$ cat src/rtl/dcp_pkg.sv
package dcp_pkg;
  localparam int unsigned MODE_W = 3;
  localparam logic [MODE_W-1:0] MODE_OFF     = 3'b000;
  localparam logic [MODE_W-1:0] MODE_ONESHOT = 3'b100;
  localparam logic [MODE_W-1:0] MODE_TRAIN   = 3'b101;

  // True for the two codes that run the compare logic
  function automatic logic is_pulse_mode(input logic [MODE_W-1:0] m);
    return (m == MODE_ONESHOT) || (m == MODE_TRAIN);
  endfunction
endpackage

$ cat src/rtl/dcp_tb_select.sv
module dcp_tb_select #(
  parameter int unsigned W = 16
) (
  input  logic         sel,
  input  logic [W-1:0] cnt_a,
  input  logic [W-1:0] prd_a,
  input  logic [W-1:0] cnt_b,
  input  logic [W-1:0] prd_b,
  output logic [W-1:0] cnt_o,
  output logic [W-1:0] prd_o
);
  always_comb begin
    cnt_o = sel ? cnt_b : cnt_a;
    prd_o = sel ? prd_b : prd_a;
  end
endmodule

$ cat src/rtl/dcp_match.sv
module dcp_match #(
  parameter int unsigned W = 16
) (
  input  logic [W-1:0] cnt,
  input  logic [W-1:0] prd,
  input  logic [W-1:0] cmp,
  output logic         hit
);
  // A compare value above the period is never reached, so it never hits
  function automatic logic reach_hit(input logic [W-1:0] c, input logic [W-1:0] p,
                                     input logic [W-1:0] v);
    return (c == v) && (v <= p);
  endfunction

  assign hit = reach_hit(cnt, prd, cmp);
endmodule

$ cat src/rtl/dcp_irq_delay.sv
module dcp_irq_delay #(
  parameter int unsigned DLY = 2
) (
  input  logic clk,
  input  logic rst_n,
  input  logic evt,
  input  logic cancel,
  input  logic clr,
  output logic flag
);
  logic [DLY-1:0] pipe;
  logic           due;

  generate
    if (DLY == 1) begin : g_one
      always_ff @(posedge clk or negedge rst_n) begin
        if (!rst_n)      pipe <= '0;
        else if (cancel) pipe <= '0;
        else             pipe <= evt;
      end
    end else begin : g_chain
      always_ff @(posedge clk or negedge rst_n) begin
        if (!rst_n)      pipe <= '0;
        else if (cancel) pipe <= '0;
        else             pipe <= {pipe[DLY-2:0], evt};
      end
    end
  endgenerate

  assign due = pipe[DLY-1];

  always_ff @(posedge clk or negedge rst_n) begin
    if (!rst_n)   flag <= 1'b0;
    else if (due) flag <= 1'b1;
    else if (clr) flag <= 1'b0;
  end

  // the flag only rises when the delay chain delivers an event
  p_irq_from_chain_r5: assert property (@(posedge clk) disable iff (!rst_n)
    $rose(flag) |-> $past(due));
  // a clear with no competing set drops the flag
  p_clear_works_r9: assert property (@(posedge clk) disable iff (!rst_n)
    (clr && !due) |=> !flag);
  // a cancel empties the delay chain
  p_cancel_empties_r10: assert property (@(posedge clk) disable iff (!rst_n)
    cancel |=> (pipe == '0));
endmodule

$ cat src/rtl/dcp_unit.sv
module dcp_unit #(
  parameter int unsigned W       = 16,
  parameter int unsigned IRQ_DLY = 2
) (
  input  logic                       clk,
  input  logic                       rst_n,
  input  logic                       en,
  input  logic [dcp_pkg::MODE_W-1:0] mode,
  input  logic                       tb_sel,
  input  logic [W-1:0]               cnt_a,
  input  logic [W-1:0]               prd_a,
  input  logic [W-1:0]               cnt_b,
  input  logic [W-1:0]               prd_b,
  input  logic [W-1:0]               cmp_rise,
  input  logic [W-1:0]               cmp_fall,
  input  logic                       irq_clr,
  output logic                       pulse_out,
  output logic                       irq_flag
);
  import dcp_pkg::*;

  localparam int unsigned NCMP = 2;

  logic [W-1:0]        cnt_s, prd_s;
  logic [NCMP-1:0][W-1:0] cmp_v;
  logic [NCMP-1:0]     hit;
  logic                rise_hit, fall_hit, coincide;
  logic [MODE_W-1:0]   mode_q;
  logic                mode_chg, active, kill, armed;
  logic                rise_evt, fall_evt;
  logic                pin_q, done_q;

  dcp_tb_select #(.W(W)) u_sel (
    .sel(tb_sel), .cnt_a(cnt_a), .prd_a(prd_a), .cnt_b(cnt_b), .prd_b(prd_b),
    .cnt_o(cnt_s), .prd_o(prd_s)
  );

  assign cmp_v[0] = cmp_rise;
  assign cmp_v[1] = cmp_fall;

  generate
    for (genvar i = 0; i < NCMP; i++) begin : g_cmp
      dcp_match #(.W(W)) u_match (
        .cnt(cnt_s), .prd(prd_s), .cmp(cmp_v[i]), .hit(hit[i])
      );
    end
  endgenerate

  assign rise_hit = hit[0];
  assign fall_hit = hit[1];
  assign coincide = rise_hit && fall_hit;

  // Named control events
  assign mode_chg = (mode != mode_q);
  assign active   = en && is_pulse_mode(mode);
  assign kill     = !active || mode_chg;
  assign armed    = !(done_q && (mode == MODE_ONESHOT));
  assign rise_evt = !kill && armed && !pin_q && rise_hit && !coincide;
  assign fall_evt = !kill && armed && ((pin_q && fall_hit) || (!pin_q && coincide));

  always_ff @(posedge clk or negedge rst_n) begin
    if (!rst_n) mode_q <= MODE_OFF;
    else        mode_q <= mode;
  end

  always_ff @(posedge clk or negedge rst_n) begin
    if (!rst_n)        pin_q <= 1'b0;
    else if (kill)     pin_q <= 1'b0;
    else if (rise_evt) pin_q <= 1'b1;
    else if (fall_evt) pin_q <= 1'b0;
  end

  always_ff @(posedge clk or negedge rst_n) begin
    if (!rst_n)                                  done_q <= 1'b0;
    else if (kill)                               done_q <= 1'b0;
    else if (fall_evt && mode == MODE_ONESHOT)   done_q <= 1'b1;
  end

  dcp_irq_delay #(.DLY(IRQ_DLY)) u_irq (
    .clk(clk), .rst_n(rst_n), .evt(fall_evt), .cancel(kill), .clr(irq_clr),
    .flag(irq_flag)
  );

  assign pulse_out = pin_q;

  // a rising edge is always preceded by a rise match
  p_rise_needs_match_r3: assert property (@(posedge clk) disable iff (!rst_n)
    $rose(pin_q) |-> $past(rise_hit));
  // a falling edge comes from a fall match or a forced stop
  p_fall_has_cause_r4: assert property (@(posedge clk) disable iff (!rst_n)
    $fell(pin_q) |-> $past(fall_hit || kill));
  // a finished one-shot stays low while not stopped
  p_oneshot_latched_r6: assert property (@(posedge clk) disable iff (!rst_n)
    (done_q && !kill) |=> !pin_q);
  // matches only occur at values the period can reach
  p_fall_within_period_r7: assert property (@(posedge clk) disable iff (!rst_n)
    fall_hit |-> (cmp_fall <= prd_s));
  p_rise_within_period_r7: assert property (@(posedge clk) disable iff (!rst_n)
    rise_hit |-> (cmp_rise <= prd_s));
  // a stop forces the output low
  p_stop_forces_low_r10: assert property (@(posedge clk) disable iff (!rst_n)
    kill |=> !pin_q);
  // equal compare values never produce a pulse from low
  p_equal_no_glitch_r11: assert property (@(posedge clk) disable iff (!rst_n)
    (coincide && !pin_q) |=> !pin_q);
endmodule

$ cat config.mk
export PLATFORM = sky130hd
export DESIGN_NAME = dcp_unit
export DESIGN_NICKNAME = d
export VERILOG_FILES = /design/src/rtl/dcp_pkg.sv /design/src/rtl/dcp_tb_select.sv /design/src/rtl/dcp_match.sv /design/src/rtl/dcp_irq_delay.sv /design/src/rtl/dcp_unit.sv
export SDC_FILE = /design/constraint.sdc
export NUM_CORES = 1
export LEC_CHECK = 0
export BUFFER_PORTS_ARGS = -buffer_cell sky130_fd_sc_hd__buf_4
export CORE_ASPECT_RATIO = 0.6
export CORE_MARGIN = 4
export CORE_UTILIZATION = 35
export DETAILED_ROUTE_END_ITERATION = 16
export PLACE_DENSITY_LB_ADDON = 0.05
export SLEW_MARGIN = 20
export SYNTH_ARGS = -nofsm -noshare
export SYNTH_HDL_FRONTEND = slang
export SYNTH_SLANG_ARGS = --single-unit
$ cat constraint.sdc
create_clock -name clk -period 2.68 [get_ports clk]
set_clock_uncertainty 0.2 [all_clocks]
set_input_delay 0.804 -clock clk [delete_from_list [all_inputs] [get_ports clk]]
set_output_delay 0.804 -clock clk [all_outputs]
set_load 0.02 [all_outputs]
# Word level (Yosys, flattened, before mapping)
# Index checks and enable logic that the tools add are counted.
dict set report op_classes {
  order_cmp 2
  n_eq_ne 5
  muxes 10
  n_reduce_logical 24
}
# operator count
set ops {}
lappend ops {{16-bit == test} 2}
lappend ops {{16-bit less-or-equal comparator} 2}
lappend ops {{16-bit 2-to-1 mux} 2}
lappend ops {{1-bit logical AND} 13}
lappend ops {{1-bit 2-to-1 mux} 7}
lappend ops {{3-bit == test (second input constant)} 2}
lappend ops {{1-bit zero test} 5}
lappend ops {{2-bit nonzero test} 2}
lappend ops {{1-bit logical OR} 3}
lappend ops {{3-bit inequality test} 1}
lappend ops {{3-bit nonzero test} 1}
lappend ops {{2-bit 2-to-1 mux} 1}
dict set report totals {
  reg_bits 8
  input_bits 104
  out_inout_bits 2
  wordCells 46
}

# Logic depth before layout (Yosys ltp)
# Gate-level depths: netlist of the first run.
dict set report depth {
  depth_word 12
  ltp_mapped 11
  depth_no_buf 8
}

# Cells and area by module
# From an unflattened synthesis of the first run, not the netlist that was laid out.
dict set report hier_totals {
  cells_unflattened 216
  area_unflattened_um2 2045.7
}
# module instances cells_per_inst area_per_inst_um2
set modules_own_cells {}
lappend modules_own_cells {dcp_match 2 79 593.1}
lappend modules_own_cells {dcp_tb_select 1 36 544.3}
lappend modules_own_cells {dcp_unit 1 15 216.5}
lappend modules_own_cells {dcp_irq_delay 1 7 98.8}

# Least setup slack after synthesis of the first run
# No wires, ideal clock.
dict set report synth_path {
  kind {input port to flip-flop}
  start {input tb_sel}
  end {register pin_q (netlist: pulse_out)}
  arrival_ps 3101
  slack_ps -709
  path_stages 11
  path_buffers 3
  cell_sequence {buf_6 -> buf_6 -> buf_1 -> mux2i_1 -> ha_1 -> nand4_1 -> nor4_1 -> nor3_1 -> o31a_1 -> o31ai_2 -> nor3b_1}
}
dict set report synth_between {
  elab_chain_len 8
  word_cells_on_any_way 19
  classes_between {order compare (2); eq/ne (2); mux (4); reduce/logical (11)}
}
# element line
set synth_lines {}
lappend synth_lines {{from (decl)} dcp_unit.sv:9} ;# input logic tb_sel,
lappend synth_lines {{16-bit 2-to-1 mux, on equally long branches} {dcp_tb_select.sv:14, dcp_tb_select.sv:13}}
lappend synth_lines {{16-bit less-or-equal comparator or 16-bit == test (tied branches)} dcp_match.sv:12} ;# return (c == v) && (v <= p);
lappend synth_lines {{1-bit logical AND} dcp_match.sv:12}
lappend synth_lines {{1-bit logical AND} dcp_unit.sv:51} ;# assign coincide = rise_hit && fall_hit;
lappend synth_lines {{1-bit zero test or 1-bit logical AND (tied branches)} {dcp_unit.sv:58, dcp_unit.sv:59}}
lappend synth_lines {{1-bit logical AND or 1-bit logical OR (tied branches)} {dcp_unit.sv:58, dcp_unit.sv:59}}
lappend synth_lines {{1-bit 2-to-1 mux or 1-bit logical AND (tied branches)} {dcp_unit.sv:69, dcp_unit.sv:59}}
lappend synth_lines {{1-bit 2-to-1 mux or 3-bit nonzero test (tied branches)} -}
lappend synth_lines {{to (signal assigned)} dcp_unit.sv:68} ;# else if (kill) pin_q <= 1'b0;
lappend synth_lines {{to (signal assigned)} dcp_unit.sv:69} ;# else if (rise_evt) pin_q <= 1'b1;
lappend synth_lines {{to (signal assigned)} dcp_unit.sv:70} ;# else if (fall_evt) pin_q <= 1'b0;
lappend synth_lines {{to (decl)} dcp_unit.sv:31} ;# logic pin_q, done_q;
# Parallel ways exist; a longest one is shown, timed or not.
# A chain may end at the register's enable or synchronous reset.

# Worst setup path after layout of the first run
# Same ends and word-level chain as after synthesis.

==> results of run 1 <==
-- per-stage QoR --
step | utilization (%) | setup TNS [ns] | hold slack (ns) | power, mW | std cells
finish | 66.3 | -0.323 | 0.180 | 0.770 | 384
floorplan | - | -0.817 | 0.204 | 0.345 | 185
global route | 66.3 | -0.626 | 0.179 | 0.833 | 384
CTS | 62.8 | -0.464 | 0.186 | 0.728 | 382
global placement | 59.5 | -1.15 | 0.219 | 0.557 | 374
detailed placement | 59.5 | -1.34 | 0.222 | 0.560 | 374
-- what timing repair did --
item                                    in CTS  in global routing
buffers inserted                             5                  2
gates resized for setup                     13                 21
endpoints found under the setup margin       3                  3
hold buffers                                 0                  0
pin swaps                                    8                 17
-- how the worst min path moves through the flow --
stage	startpoint	slack, ns	to
detailed placement	u_irq.pipe[1]	0.22	u_irq.flag
global route	rst_n	0.18	mode_q[0]
global placement	u_irq.pipe[1]	0.22	u_irq.flag
CTS	rst_n	0.19	u_irq.flag
floorplan	u_irq.pipe[1]	0.20	u_irq.flag
finish	rst_n	0.18	u_irq.flag
-- flip-flops by register name (all words and copies together) (netlist names) --
name and cells:
u_irq.pipe 2, done_q 1, mode_q 3, pulse_out 1, u_irq.flag 1
-- final cells by class --
type,instances,area share (%)
multi-input combinational,167,54.5
timing repair buffer,137,34.4
sequential,8,6.45
tap,63,2.54
clock buffer,3,1.33
inverter,6,0.726
-- metal layers --
| layer | global-route usage (%) | share of wire, % |
|---|---|---|
| met2 | 26.8 | 42 |
| met5 | 0 | 0 |
| met4 | 2.56 | 0 |
| met3 | 4.01 | 7.7 |
| met1 | 28.5 | 51 |
-- kinds of logic (layout without fill, tap and decap cells) --
logic type                 after synthesis  in the layout  share of synthesized area (%)
AOI/OAI and AO/OA                       26             26                           9.70
xor gates and xnor gates                33             33                           16.6
adders and majority gates               32             32                           23.0
buffers and inverters                   10            146                           3.95
DFF                                      8              8                           11.5
muxes                                   32             32                           20.2
and+or+nand+nor                         44             44                           15.1
-- worst register-to-register path: cells and delay by family (launching register included) --
kind	cells	cell delay (ns)
compound gates	1	0.19
simple gates	5	1.20
flops	1	0.36
-- where the power goes --
part / leakage (nW) / internal (mW) / switching [mW]
registers: 0.105 / 0.124 / 0.000732
logic: 1.33 / 0.285 / 0.211
clock network: 0.0216 / 0.0977 / 0.0521
-- cell usage in the layout (no fill, tap or decap), drive strengths merged --
cell type  count
nor2           2
a21o           1
o21ai          3
and3           1
xor2           4
nor3b          2
nor2b          2
dfrtp          8
inv            6
a221oi         2
o211ai         2
a21oi         12
mux2i         31
o31a           2
nor3           2
nand3          6
and4           1
nor4bb         1
a31o           1
buf          137
and2           3
mux2           1
a21boi         2
ha            32
xnor2         29
o31ai          1
nand4          9
nor4          10
clkbuf         3
nand2          5
==> metrics.txt, run 1 <==
Post-synth EDFFs=0; antenna viol nets, final=0; DP HPWL=approximately 5200 µm; Design Area, Final=between 0.003 and 0.004 mm²; Yosys top cell area share=between 20% and 30%; cts bufs inserted=3; WP data required=2.63 ns; WP buf/inv=3; worst-path cell with the longest stage delay=nor4_2; total number of vias=roughly 1,900; RSZ-0062 raised after global routing=yes; Filler cells=398; Overflow after GRT=0; I/O Pins=~110; CTS Sinks=8; CP Cell Sequence=buf_8 -> buf_12 -> buf_8 -> mux2i_4 -> ha_4 -> nand4_1 -> nor4_2 -> nor3_1 -> o31a_1 -> o31ai_4 -> nor3b_2; Mapped Area=0.00174 mm²; ratio of cells with drive above 1 in the final layout=54.2%; pre-CTS setup slack=-0.454 ns; die height=62.6 µm; crit path capture=pulse_out; number of H-tree levels=1; CTS clk-pin slew, worst paths=roughly 0.040 ns; P per Cell Area=~250 mW/mm²; drt via density=4.95; most common flop cell mapped by yosys=dfrtp_1; CTS Buffer Depth=2; chip width=a little under 100 µm; Reg-to-Reg End=done_q; reg2reg setup slack=0.67 ns; Worst-Margin Slew=about 0.32 ns; Startpoint Class=input pin; synth unique cells=33; Max stage delay on crit path=~0.33 ns; Starting Density=between 30% and 40%; critical path's most frequent cell=buf_8; VDD IR max=141 µV; CP Launch Point=tb_sel; Yosys top cell by area=ha_1; endpoints failing hold=0; post-placement cell area=around 0.0028 mm²; critical path endpoint category=flip-flop; first-pass GRT wire length=9400 µm; DR iter-0 viols=80; Post-Route WL=about 6000 µm; clk root buf=clkbuf_8; Sequential Area=around 200 µm²; worst r2r src=mode_q[1]; fin. max-slew vios=0; most frequent cell after synthesis=ha_1; number of diodes=0; synth warn=0; status=finished with violations; Crit Path Class=in2reg; Net Count, Synth=321; Slew headroom=approximately 78%; stages on the worst setup path=11; CTS tree=built; top cells by area in the synthesized netlist=ha_1 (23%), xnor2_1 (15%), mux2i_1 (13%), dfrtp_1 (11%), mux2i_2 (6.3%); Mapped Avg Cell Area=9.41 µm²; GRT Total Usage=18.6%; Multi-input gate area=about 0.0017 mm²; initial antenna violation count=0; arrival time worst endpoint=~2.8 ns; Fmax achieved=about 0.35 GHz; Seq/Total Area, Yosys=11.5%; synth-to-layout area growth=78.2%; PnR worst setup slack=-0.139 ns; nets@finish=between 400 and 500; flops & latches, synth=8; routability cong.=~0.84; vias in the first global route=around 1,900; detailed-router iteration count before antenna repair=4; Pleak=1.45 nW; ys async rst share=100%; Setup-failing EPs final=3; most instantiated cells after synthesis=ha_1 (32), xnor2_1 (29), mux2i_1 (23); maxcap violations=0; Site Rows=19; delay-heaviest family, CP=simple AND/OR/NAND/NOR gates; total die area=approximately 0.0062 mm²; failing checks=negative setup slack; reg2reg path depth=6; CP max FO=8; cell count after synthesis=185; largest net degree at the start of global routing=12; Residual DRC=0; CORE AREA=0.00468 mm²; latest clock arrival within the worst-skew pair=approximately 0.23 ns; fin crit share=105%; DR WL/cell=roughly 16 µm; Final Critical Period=between 2 and 3 ns; Worst Hold Class=in2async; port bufs=105
No activity file was read; power rests on OpenSTA's default activity.
==> inputs of run 2 (changes only) <==
--- a/config.mk
+++ b/config.mk
@@ -6,9 +6,11 @@
 export NUM_CORES = 1
 export LEC_CHECK = 0
 export BUFFER_PORTS_ARGS = -buffer_cell sky130_fd_sc_hd__buf_4
+export CELL_PAD_IN_SITES_DETAIL_PLACEMENT = 0
+export CELL_PAD_IN_SITES_GLOBAL_PLACEMENT = 1
 export CORE_ASPECT_RATIO = 0.6
 export CORE_MARGIN = 4
-export CORE_UTILIZATION = 35
+export CORE_UTILIZATION = 33
 export DETAILED_ROUTE_END_ITERATION = 16
 export PLACE_DENSITY_LB_ADDON = 0.05
 export SLEW_MARGIN = 20
==> metrics.txt, run 2 (synthesis results as in run 1) <==
Pleak=1.47 nW (+1.2%); most frequent cells in the layout=buf_4 (131), ha_1 (30), xnor2_1 (29); Overflow after GRT=0 (unchanged); switching power=0.258 mW (-2.3%); Multi-input gate area=0.00160 mm² (-5.2%); vias in the first global route=1,972 (+1.9%); Worst-Margin Slew=0.381 ns (+0.0618 ns); CTS Hold Bufs=0 (unchanged); Largest register FFs=3 (unchanged); number of H-tree levels=1 (unchanged); commonest non-fill, non-tap cell in the layout=buf_4; Site Rows=20 (+1); number of diodes=0 (unchanged); total internal power=0.496 mW (-2.2%); I/O Pins=106 (unchanged); setup TNS=-0.381 ns (-0.0576 ns); Non-Filler Instances=386 (+0.52%); M1 GR Usage=29.1% (+0.53 points); Fmax achieved=0.355 GHz (about the same); reg2reg path depth=6 (unchanged); Sequential Area=200 µm² (unchanged); drt via density=4.90 (-1.1%); Post-Route WL=6110 µm (+2.2%); CTS clk-pin slew, worst paths=0.04 ns (about the same); maxcap violations=0 (unchanged); Crit Path Class=in2reg; Reg-to-Reg End=done_q; chip width=102 µm (+2.7%); RSZ-0062 raised after global routing=yes; DR iter-0 viols=49 (-39%); synth-to-layout area growth=74.1%; CORE AREA=0.00508 mm² (+8.5%); post-placement cell area=0.00276 mm² (-0.94%); failing checks=negative setup slack; fin. max-slew vios=0 (unchanged); Worst Hold Class=in2async; pre-CTS setup slack=-0.537 ns (-0.0831 ns); DR WL/cell=15.8 µm (+1.7%); reg2reg setup slack=0.68 ns (about the same); clk root buf=clkbuf_8; first-pass GRT wire length=9540 µm (+1.5%); routability cong.=0.815 (-3.0%); CTS Sinks=8 (unchanged); Final Power=0.753 mW (-2.2%); P per Cell Area=248 mW/mm² (about the same); port bufs=105 (unchanged); Residual DRC=0 (unchanged); fin crit share=105% (about the same); latest clock arrival within the worst-skew pair=0.23 ns (about the same); Max stage delay on crit path=0.28 ns (-0.05 ns); Sw Ratio=34.2% (about the same); Design Area, Final=0.00303 mm² (-2.3%); CTS tree=built; power share of the clock group=19.8% (+0.4 points); arrival time worst endpoint=2.73 ns (-0.04 ns); PnR worst setup slack=-0.137 ns (+0.00208 ns); WP data required=2.60 ns (-0.03 ns); Logic pwr share=63.7% (-0.7 points); initial antenna violation count=0 (unchanged); Reg with most FFs=mode_q; worst r2r src=mode_q[1]; Starting Density=34.3% (-2.9 points); cts bufs inserted=3 (unchanged); GRT busiest layer=met1; die height=64.3 µm (+2.6%); M3 GR Usage=3.38% (-0.63 points); endpoints failing hold=0 (unchanged); ratio of cells with drive above 1 in the final layout=52.2% (-2.0 points); part of the power in registers=16.5% (+0.4 points); detailed-router iteration count before antenna repair=4 (unchanged); dpl cells=373 (-0.27%); worst-path cell with the longest stage delay=ha_4; Final Critical Period=2.82 ns (-0.00208 ns); Slew headroom=74.5% (-3.6 points); GR Layer Usage met2=26.7% (-0.13 points); Filler cells=469 (+18%); antenna viol nets, final=0 (unchanged); total number of vias=1,890 (-0.58%); CP max FO=8 (unchanged); Startpoint Class=input pin; DP HPWL=5260 µm (+1.4%); biggest regs=mode_q x3, u_irq.pipe x2; total die area=0.00654 mm² (+5.4%); Setup-failing EPs final=3 (unchanged); CTS Buffer Depth=2 (unchanged); CP Cell Sequence=buf_12 -> buf_12 -> mux2i_4 -> ha_4 -> nand4_1 -> buf_4 -> buf_4 -> nor3_2 -> o31a_1 -> nor4_4 -> a31o_1; largest net degree at the start of global routing=9 (-3); status=finished with violations; VDD IR max=165 µV (+17%); WHS=0.185 ns (+0.00529 ns); GRT Total Usage=18.6% (+0.029 points); post-layout util=59.7% (-6.6 points); critical path endpoint category=flip-flop; nets@finish=458 (-0.22%)
## run 2: worst max path at each step
stage	end	from	depth (start not counted)
floorplan	pulse_out	tb_sel	11
global placement	done_q	tb_sel	10
detailed placement	done_q	tb_sel	10
CTS	done_q	tb_sel	10
global route	done_q	tb_sel	10
finish	done_q	tb_sel	11
## run 2: final cells by class
cell class | instances | share of cell area [%]
Clock buffer | 3 | 1.36
Timing Repair Buffer | 136 | 35.7
Inverter | 6 | 0.743
Multi-Input combinational cell | 167 | 52.9
Sequential cell | 8 | 6.60
Tap cell | 66 | 2.72
## run 2: per-layer routing
metal  wire length, µm  vias up  part of all wire (%)
met4                35        0                  0.57
met5                 0        -                     0
met2              2430       67                    40
met1              3120      847                    51
li1                  -      972                     -
met3               526        4                   8.6
## run 2: power by group through the flow
stage | Combinational [mW] | Sequential, mW | Clock, mW
3_5_place_dp | 0.430 | 0.126 | 0
4_1_cts | 0.464 | 0.124 | 0.154
3_3_place_gp | 0.428 | 0.126 | 0
2_1_floorplan | 0.219 | 0.126 | 0
5_1_grt | 0.527 | 0.124 | 0.162
6_report | 0.480 | 0.124 | 0.149
## run 2: what timing repair did
action	in CTS	in global routing
endpoints found under the setup margin	3	3
gates cloned	1	0
pin swaps	17	9
gates resized for setup	16	9
setup buffers	8	1
## run 2: worst max-delay path, delay by kind of cell
family / cells / cell delay [ns]
buffers and inverters: 4 / 0.58
AOI/OAI and AO/OA: 2 / 0.42
and+or+nand+nor: 3 / 0.42
adders and majority gates: 1 / 0.28
muxes: 1 / 0.20
==> inputs of run 3 (changes only) <==
--- a/config.mk
+++ b/config.mk
@@ -5,6 +5,7 @@
 export SDC_FILE = /design/constraint.sdc
 export NUM_CORES = 1
 export LEC_CHECK = 0
+export ABC_AREA = 1
 export BUFFER_PORTS_ARGS = -buffer_cell sky130_fd_sc_hd__buf_4
 export CELL_PAD_IN_SITES_DETAIL_PLACEMENT = 0
 export CELL_PAD_IN_SITES_GLOBAL_PLACEMENT = 1
==> metrics.txt, run 3 <==
status=complete, no violations; Post-Route WL=7360 µm (+20%); CTS Hold Bufs=0 (unchanged); most frequent cells in the layout=nand2_1 (150), buf_4 (111), inv_1 (47); CTS tree=built; DR WL/cell=12.9 µm (-19%); setup TNS=0 ns (+0.381 ns); die height=71.4 µm (+11%); reg2reg setup slack=1.08 ns (+0.40 ns); Starting Density=35.0% (+0.75 points); latest clock arrival within the worst-skew pair=0.24 ns (about the same); Design Area, Final=0.00325 mm² (+7.2%); CORE AREA=0.00630 mm² (+24%); critical path endpoint category=flip-flop; CTS Buffer Depth=2 (unchanged); Worst-Margin Slew=0.277 ns (-0.104 ns); clk root buf=clkbuf_8; Fmax achieved=0.401 GHz (+13%); number of H-tree levels=1 (unchanged); DR iter-0 viols=197 (+300%); first-pass GRT wire length=11,700 µm (+22%); Startpoint Class=input pin; fin. max-slew vios=0 (unchanged); Reg with most FFs=mode_q; synth-to-layout area growth=47.3%; CTS clk-pin slew, worst paths=0.05 ns (about the same); ratio of cells with drive above 1 in the final layout=26.4% (-26 points); CTS Sinks=8 (unchanged); Net Count, Synth=511 (+59%); biggest regs=mode_q x3, u_irq.pipe x2; total number of vias=2,698 (+43%); number of diodes=0 (unchanged); Worst Hold Class=in2async; synth warn=0 (unchanged); P per Cell Area=233 mW/mm² (-6.0%); Crit Path Class=in2reg; Yosys top cell area share=25.5% (+2.5 points); CP max FO=9 (+1); Residual DRC=0 (unchanged); drt via density=4.72 (-3.7%); antenna viol nets, final=0 (unchanged); cell count after synthesis=375 (+100%); worst r2r src=mode_q[1]; arrival time worst endpoint=2.47 ns (-0.26 ns); most frequent cell after synthesis=nand2_1; Site Rows=22 (+10%); synth unique cells=22 (-33%); post-placement cell area=0.00319 mm² (+16%); initial antenna violation count=0 (unchanged); ys async rst share=100% (unchanged); fin crit share=93.1% (-12 points); Overflow after GRT=0 (unchanged); GRT Total Usage=17.7% (-0.89 points); WP data required=2.66 ns (+0.06 ns); Final Critical Period=2.50 ns (-0.321 ns); endpoints failing hold=0 (unchanged); flops & latches, synth=8 (unchanged); port bufs=105 (unchanged); Largest register FFs=3 (unchanged); Mapped Area=0.00221 mm² (+27%); most common flop cell mapped by yosys=dfrtp_1; Setup-failing EPs final=0 (-3); Final Power=0.759 mW (+0.76%); WHS=0.177 ns (-0.00793 ns); cts bufs inserted=3 (unchanged); Yosys top cell by area=nand2_1; Reg-to-Reg End=done_q; commonest non-fill, non-tap cell in the layout=nand2_1; detailed-router iteration count before antenna repair=5 (+1); top cells by area in the synthesized netlist=nand2_1 (25%), ha_1 (18%), dfrtp_1 (9.1%), inv_1 (8.0%), nand3_1 (7.7%); routability cong.=0.856 (+5.0%); DP HPWL=6580 µm (+25%); Seq/Total Area, Yosys=9.07% (-2.4 points); chip width=114 µm (+12%); total die area=0.00811 mm² (+24%); post-layout util=51.6% (-8.1 points); Post-synth EDFFs=0 (unchanged); most instantiated cells after synthesis=nand2_1 (150), inv_1 (47), nand3_1 (34); Slew headroom=81.0% (+6.5 points); Mapped Avg Cell Area=5.89 µm² (-37%); VDD IR max=132 µV (-20%); I/O Pins=106 (unchanged); maxcap violations=0 (unchanged); RSZ-0062 raised after global routing=no; largest net degree at the start of global routing=20 (+11); Pleak=1.91 nW (+30%); reg2reg path depth=10 (+4); nets@finish=626 (+37%); vias in the first global route=2,414 (+22%)
[run 3: critical path: stages]
cell and delay [ns]:
buf_4 0.13, buf_12 0.14, mux2i_1 0.25, ha_1 0.29
a21o_1 0.16, a21oi_1 0.17, nand2_1 0.08, nand2_1 0.06
a21oi_1 0.06, nor2_2 0.16, nand3_1 0.09, nand2_1 0.06
[run 3: metrics by stage]
stage | cells | setup slack (ns)
5_1_grt | 572 | 0.000369
2_1_floorplan | 375 | 0.00370
3_5_place_dp | 569 | -0.146
4_1_cts | 572 | 0.0979
6_report | 572 | 0.185
3_3_place_gp | 569 | -0.165
[run 3: cell type report]
type                    instances  area, µm²
fillers                       645       3050
multi-input cells             312       1760
repair buffers                117        953
flip-flops and latches          8        200
inverters                      48        188
well taps                      84        105
clock buffers                   3       41.3
[run 3: timing repair]
action                     in CTS  in global routing
resized for setup               0                  5
setup endpoints to repair       0                  3
buffers inserted                0                  0
[run 3: metal layers]
layer	vias to the layer above	part of all wire, %	GRT usage, %
met1	1167	55	28.5
met5	-	0	0
met4	0	0.22	1.20
met2	93	37	24.3
li1	1436	-	-
met3	2	8.6	4.14
[run 3: power by group]
| group | leakage (nW) | switching, mW | internal (mW) |
|---|---|---|---|
| sequential | 0.105 | 0.000624 | 0.123 |
| combinational | 1.78 | 0.234 | 0.245 |
| clock | 0.0216 | 0.0580 | 0.0983 |
[run 3: cells by family after synthesis]
group	share of synthesized area (%)
XOR/XNOR	1.98
buffers and inverters	11.8
multiplexers	6.80
flip-flops	9.07
AO/OA/AOI/OAI	5.89
adder cells (fa/ha/maj)	18.1
AND/OR/NAND/NOR	46.3
[run 3: worst max-delay path by stage]
| stage | cells past startpoint | start | to |
|---|---|---|---|
| after floorplan | 13 | tb_sel | done_q |
| after global placement | 13 | tb_sel | done_q |
| after detailed placement | 13 | tb_sel | done_q |
| after CTS | 13 | tb_sel | done_q |
| after global routing | 17 | tb_sel | pulse_out |
| final | 12 | tb_sel | done_q |
